**src/rtl/dms_pkg.sv**
```systemverilog
package dms_pkg;
  localparam int A_W    = 6;
  localparam int B_W    = 13;
  localparam int PSEL_W = 2;
  localparam int PCNT_W = 7;
  localparam int P_BASE = 8;
  localparam int B_MIN  = 3;

  function automatic logic [PCNT_W-1:0] psel_to_mod(input logic [PSEL_W-1:0] sel);
    return PCNT_W'(P_BASE) << sel;
  endfunction
endpackage

```
**src/rtl/dms_cfg_check.sv**
```systemverilog
module dms_cfg_check #(
  parameter int A_W   = dms_pkg::A_W,
  parameter int B_W   = dms_pkg::B_W,
  parameter int B_MIN = dms_pkg::B_MIN
) (
  input  logic [A_W-1:0] a_i,
  input  logic [B_W-1:0] b_i,
  output logic [A_W-1:0] a_o,
  output logic [B_W-1:0] b_o,
  output logic           err_o
);
  localparam logic [B_W-1:0] BMIN = B_W'(B_MIN);
  logic b_bad, a_bad;

  always_comb begin
    b_bad = b_i < BMIN;
    b_o   = b_bad ? BMIN : b_i;
    a_bad = B_W'(a_i) > b_o;
    // a_bad only when b_o is below 2**A_W, so truncation is safe
    a_o   = a_bad ? b_o[A_W-1:0] : a_i;
    err_o = a_bad | b_bad;
  end
endmodule

```
**src/rtl/dms_prescaler.sv**
```systemverilog
module dms_prescaler #(
  parameter int PSEL_W = dms_pkg::PSEL_W,
  parameter int PCNT_W = dms_pkg::PCNT_W
) (
  input  logic              clk_i,
  input  logic              rst_ni,
  input  logic              load_i,
  input  logic [PSEL_W-1:0] psel_i,
  input  logic              swallow_next_i,
  output logic              tick_o
);
  localparam logic [PCNT_W-1:0] P_RST = PCNT_W'(dms_pkg::P_BASE);

  logic [PCNT_W-1:0] p_q, pcnt_q, pm;

  assign pm     = dms_pkg::psel_to_mod(psel_i);
  assign tick_o = (pcnt_q == '0);

  // pcnt counts m..0, i.e. m+1 cycles: load P for P+1, P-1 for P
  always_ff @(posedge clk_i or negedge rst_ni) begin
    if (!rst_ni) begin
      p_q    <= P_RST;
      pcnt_q <= P_RST - 1'b1;
    end else if (load_i) begin
      p_q    <= pm;
      pcnt_q <= swallow_next_i ? pm : pm - 1'b1;
    end else if (tick_o) begin
      pcnt_q <= swallow_next_i ? p_q : p_q - 1'b1;
    end else begin
      pcnt_q <= pcnt_q - 1'b1;
    end
  end

  p_pcnt_bound_r2: assert property (@(posedge clk_i) disable iff (!rst_ni)
    pcnt_q <= p_q);
  p_mod_legal_r2: assert property (@(posedge clk_i) disable iff (!rst_ni)
    $onehot0(p_q) && p_q >= P_RST);
endmodule

```
**src/rtl/dms_counters.sv**
```systemverilog
module dms_counters #(
  parameter int A_W   = dms_pkg::A_W,
  parameter int B_W   = dms_pkg::B_W,
  parameter int B_MIN = dms_pkg::B_MIN
) (
  input  logic           clk_i,
  input  logic           rst_ni,
  input  logic           hold_i,
  input  logic           tick_i,
  input  logic [A_W-1:0] a_ld_i,
  input  logic [B_W-1:0] b_ld_i,
  output logic           term_o,
  output logic           swallow_next_o
);
  logic [A_W-1:0] a_q, a_nxt;
  logic [B_W-1:0] b_q, b_nxt;
  logic           load;

  assign term_o = tick_i && (b_q == B_W'(1));
  assign load   = hold_i | term_o;

  always_comb begin
    a_nxt = a_q;
    b_nxt = b_q;
    if (load) begin
      a_nxt = a_ld_i;
      b_nxt = b_ld_i;
    end else if (tick_i) begin
      a_nxt = (a_q != '0) ? a_q - 1'b1 : a_q;
      b_nxt = b_q - 1'b1;
    end
  end

  assign swallow_next_o = (a_nxt != '0);

  always_ff @(posedge clk_i or negedge rst_ni) begin
    if (!rst_ni) begin
      a_q <= '0;
      b_q <= B_W'(B_MIN);
    end else begin
      a_q <= a_nxt;
      b_q <= b_nxt;
    end
  end

  p_a_le_b_r1: assert property (@(posedge clk_i) disable iff (!rst_ni)
    B_W'(a_q) <= b_q && b_q != '0);
  p_hold_load_r6: assert property (@(posedge clk_i) disable iff (!rst_ni)
    hold_i |=> (b_q == $past(b_ld_i)) && (a_q == $past(a_ld_i)));
  p_term_reload_r7: assert property (@(posedge clk_i) disable iff (!rst_ni)
    term_o |=> b_q == $past(b_ld_i));
endmodule

```
**src/rtl/dms_divider.sv**
```systemverilog
module dms_divider #(
  parameter int A_W    = dms_pkg::A_W,
  parameter int B_W    = dms_pkg::B_W,
  parameter int PSEL_W = dms_pkg::PSEL_W,
  parameter int PCNT_W = dms_pkg::PCNT_W
) (
  input  logic              clk_i,
  input  logic              rst_ni,
  input  logic              cnt_rst_i,
  input  logic [PSEL_W-1:0] psel_i,
  input  logic [A_W-1:0]    a_i,
  input  logic [B_W-1:0]    b_i,
  output logic              div_o,
  output logic              cfg_err_o
);
  logic [A_W-1:0] a_eff;
  logic [B_W-1:0] b_eff;
  logic           tick, term, swallow_next;

  dms_cfg_check #(.A_W(A_W), .B_W(B_W)) u_cfg (
    .a_i(a_i), .b_i(b_i), .a_o(a_eff), .b_o(b_eff), .err_o(cfg_err_o)
  );

  dms_prescaler #(.PSEL_W(PSEL_W), .PCNT_W(PCNT_W)) u_pre (
    .clk_i(clk_i), .rst_ni(rst_ni), .load_i(cnt_rst_i | term),
    .psel_i(psel_i), .swallow_next_i(swallow_next), .tick_o(tick)
  );

  dms_counters #(.A_W(A_W), .B_W(B_W)) u_cnt (
    .clk_i(clk_i), .rst_ni(rst_ni), .hold_i(cnt_rst_i), .tick_i(tick),
    .a_ld_i(a_eff), .b_ld_i(b_eff), .term_o(term), .swallow_next_o(swallow_next)
  );

  assign div_o = term & ~cnt_rst_i;

  p_pulse_width_r3: assert property (@(posedge clk_i) disable iff (!rst_ni)
    div_o |=> !div_o);
  p_cfg_legal_r4: assert property (@(posedge clk_i) disable iff (!rst_ni)
    b_eff >= B_W'(dms_pkg::B_MIN) && B_W'(a_eff) <= b_eff);
endmodule

```
**config.mk**
```make
export PLATFORM = sky130hd
export DESIGN_NAME = dms_divider
export DESIGN_NICKNAME = d
export VERILOG_FILES = /design/src/rtl/dms_pkg.sv /design/src/rtl/dms_cfg_check.sv /design/src/rtl/dms_prescaler.sv /design/src/rtl/dms_counters.sv /design/src/rtl/dms_divider.sv
export SDC_FILE = /design/constraint.sdc
export NUM_CORES = 1
export LEC_CHECK = 0
export BUFFER_PORTS_ARGS = -buffer_cell sky130_fd_sc_hd__buf_2
export CORE_UTILIZATION = 55
export CTS_BUF_LIST = sky130_fd_sc_hd__clkbuf_4 sky130_fd_sc_hd__clkbuf_8
export DETAILED_ROUTE_END_ITERATION = 8
export PLACE_DENSITY = 0.83
export SYNTH_ARGS = -nofsm -noshare
export SYNTH_HDL_FRONTEND = slang
export SYNTH_SLANG_ARGS = --single-unit
```
**constraint.sdc**
```tcl
create_clock -name clk_i -period 2.7 [get_ports clk_i]
set_clock_uncertainty 0.05 [all_clocks]
set_input_delay 0.54 -clock clk_i [delete_from_list [all_inputs] [get_ports clk_i]]
set_output_delay 0.54 -clock clk_i [all_outputs]
set_load 0.03 [all_outputs]
```
==> impl_metrics.env <==
export IMPL_dieWidth_microns=66.2
export IMPL_die_height_microns=66.2
export IMPL_fillCellCount=237
export IMPL_start_util=0.597
export IMPL_r2r_start="u_pre.pcnt_q[0]"
export IMPL_fin_crit_sh=1.25
export IMPL_status="finished, violations left"
export IMPL_cts_path_max_buffers=2
export IMPL_max_freq_mhz=297
export IMPL_dp_cells=360
export IMPL_synth_seq_cells=30
export IMPL_grt_antenna_before_repair=0
export IMPL_reg2reg_to="u_pre.pcnt_q[4]"
export IMPL_n_antenna_cell=0
export IMPL_min_path_type="input port to async pin"
export IMPL_netlist_cell_type_count=55
export IMPL_endpoint_kind="register"
export IMPL_p_sw_mw=0.716
export IMPL_rrSetupSlack_ns=-0.15
export IMPL_comb_power_share=0.405
export IMPL_ios=26
export IMPL_cts_root_buf="clkbuf_8"
export IMPL_multi_input_area_sq_mm=0.00153
export IMPL_ir_drop_uv=360
export IMPL_pwr_share_clk=0.235
export IMPL_utilization=0.790
export IMPL_areaGrowthSynthToFinish_pct=32.4
export IMPL_powerDensity_mw_per_mm2=634
export IMPL_vias=2371
export IMPL_violations="setup timing"
export IMPL_final_max_slew_viol_count=0
export IMPL_synth_edf_count=0
export IMPL_overflow=0
export IMPL_ys_seq_area_frac=0.335
export IMPL_layout_cells_non_filler=379
export IMPL_worstPathArrival_ns=3.50
export IMPL_cts_tree="built"
export IMPL_drc=0
export IMPL_synthArstFlopShare=1.00
export IMPL_wire_per_inst_microns=17.4
export IMPL_dp_hpwl_microns=4350
export IMPL_clk_latency_ns=0.28
export IMPL_antenna_left=0
export IMPL_yosys_area_share_adder=0.0663
export IMPL_grt_total_usage=0.317
export IMPL_viasPerCell=6.26
export IMPL_h_tree_depth=2
export IMPL_cts_made_buffers=5
export IMPL_clock_sinks=30
export IMPL_slew_headroom=0.525
export IMPL_core_area_sq_mm=0.00380
export IMPL_grt_pass1_vias=2227
export IMPL_pwr_share_seq=0.360
export IMPL_die_area_sq_mm=0.00438
export IMPL_synthCells=265
export IMPL_worstMarginPinSlew_ns=0.713
export IMPL_final_cell_mix="buf_4 (41), nor2_1 (25), dfrtp_1 (24), a21oi_1 (21), buf_2 (21)"
export IMPL_synth_area_mux_share=0.0177
export IMPL_synth_area_sq_mm=0.00227
export IMPL_synth_compound_area_share=0.225
export IMPL_finalSetupViolCount=8
export IMPL_synth_simple_area_share=0.261
export IMPL_dpl_worst_slack_ns=-0.913
export IMPL_grt_max_degree=31
export IMPL_drv_cap=0
export IMPL_grt_pass1_wl_microns=10400
export IMPL_intPower_mw=1.18
export IMPL_crit_type="input port to register"
export IMPL_ys_flop_type="dfrtp_1"
export IMPL_synthXorXnorAreaFrac=0.0464
export IMPL_worstSetupStartpointType="input port"
export IMPL_gp_congestion=0.898
export IMPL_fin_crit_ns=3.37
export IMPL_fin_ws_ns=-0.672
export IMPL_regArea_sq_um=758
export IMPL_synth_area_per_cell_sq_um=8.55
export IMPL_layout_cells_most_common="buf_4"
export IMPL_yosysWarningCount=0
export IMPL_drive_gt1_frac=0.363
export IMPL_routed_wl_microns=6590
export IMPL_rsz0062_at_grt="yes"
export IMPL_hold_viol_final=0
export IMPL_row_count=22
export IMPL_power_leakage_nw=1.33
export IMPL_fin_nets=366
export IMPL_syn_num_nets=301
export IMPL_drt_initial_drc_count=196
export IMPL_firstDrtPassIters=8
export IMPL_critPathMaxFanout=6
export IMPL_clkSlewWorstSetupHoldPaths_ns=0.07
export IMPL_port_buffers=25
export IMPL_synth_top_family_by_area="simple AND/OR/NAND/NOR gates"
export IMPL_rr_worst_depth=14
export IMPL_power_switching_share=0.377
export IMPL_cp_required_ns=2.83
-- cell usage after synthesis (all sizes together), types with 2 or more instances --
library cell	count	share of area
dfstp	6	0.070
a21o	2	0.0066
o2111ai	2	0.0077
a31oi	2	0.0055
nor3	12	0.031
xnor2	6	0.023
a211o	3	0.012
nand3b	2	0.0066
and4	4	0.017
o21ai	27	0.063
o311ai	2	0.0077
xor2	6	0.023
ha	12	0.066
o22ai	5	0.017
nand2	20	0.034
nand4	7	0.026
o211a	2	0.0088
buf	2	0.0072
nor2	25	0.041
mux2i	4	0.018
nand2b	3	0.0083
nand3	13	0.029
nor4b	2	0.014
or3	2	0.0055
clkbuf	7	0.012
or2	3	0.0083
inv	18	0.030
dfrtp	24	0.27
nor4	3	0.024
a21oi	24	0.056
o211ai	4	0.015
-- power by group through the flow --
stage,clock network (mW),registers [mW],logic [mW]
after floorplan,0,0.663,0.467
after global placement,0,0.677,0.660
after detailed placement,0,0.684,0.683
after CTS,0.451,0.678,0.698
after global routing,0.474,0.696,0.847
final,0.447,0.684,0.770
-- cells by family (layout without fill, tap and decap cells) --
| group | count (synthesis) | in the layout |
|---|---|---|
| AOI/OAI and AO/OA | 79 | 79 |
| buffers and inverters | 27 | 93 |
| xor gates and xnor gates | 12 | 12 |
| DFF | 30 | 30 |
| and+or+nand+nor | 101 | 101 |
| adders and majority gates | 12 | 12 |
| muxes | 4 | 4 |
-- how the worst max path moves through the flow --
stage / start / end / slack [ns] / cells past startpoint
2_1_floorplan: b_i[10] / u_pre.pcnt_q[4] / -0.58 / 13
3_3_place_gp: b_i[10] / u_pre.pcnt_q[6] / -0.78 / 16
3_5_place_dp: b_i[10] / u_pre.pcnt_q[6] / -0.91 / 16
4_1_cts: b_i[10] / u_pre.pcnt_q[6] / -0.56 / 17
5_1_grt: b_i[6] / u_pre.pcnt_q[6] / -0.82 / 17
6_report: b_i[6] / u_pre.pcnt_q[4] / -0.67 / 17
-- worst max-delay path, stage by stage --
cell       delay [ns]
buf_8            0.10
nor4_4           0.34
and4_4           0.29
or2_4            0.13
inv_2            0.04
ha_4             0.27
and4_4           0.24
nand3_4          0.08
o211a_4          0.17
mux2i_4          0.20
o2111ai_2        0.22
nor4_4           0.08
buf_6            0.14
buf_6            0.11
buf_6            0.10
a211o_1          0.25
a22o_1           0.19
-- stage by stage --
| step | hold WS [ns] | power (mW) | setup TNS [ns] | cell area (sq um) |
|---|---|---|---|---|
| floorplan | 0.194 | 1.13 | -3.29 | 2300 |
| global placement | 0.439 | 1.34 | -5.12 | 2680 |
| detailed placement | 0.443 | 1.37 | -6.46 | 2680 |
| CTS | 0.268 | 1.83 | -3.52 | 2820 |
| global route | 0.307 | 2.02 | -5.78 | 3000 |
| finish | 0.253 | 1.90 | -4.56 | 3000 |
-- routing by layer --
layer | track usage | wire length [microns] | vias to the layer above
met2 | 0.528 | 3380 | 122
met4 | 0.120 | 124 | 0
met1 | 0.396 | 2600 | 1126
met5 | 0 | 0 | -
met3 | 0.0707 | 484 | 18
li1 | - | - | 1105
-- state kept, by name, indices dropped and copies added (netlist names) --
signal        flops
u_cnt.a_q         6
u_cnt.b_q        13
u_pre.p_q         4
u_pre.pcnt_q      7
-- layout make-up --
type / count / share of cell area
timing repair buffer: 67 / 0.158
inverter: 18 / 0.0225
clock inverter: 3 / 0.0134
sequential: 30 / 0.253
clock buffer: 5 / 0.0229
tap: 48 / 0.0200
multi-input combinational: 208 / 0.511
-- repair_timing --
item / in CTS / in global routing
endpoints found under the setup margin: 9 / 10
hold buffers: 0 / 0
pin swaps: 2 / 17
resized for setup: 7 / 23
setup buffers: 1 / 10
hold endpoints to repair: 0 / 0
Power figures use the tool's default switching activity.
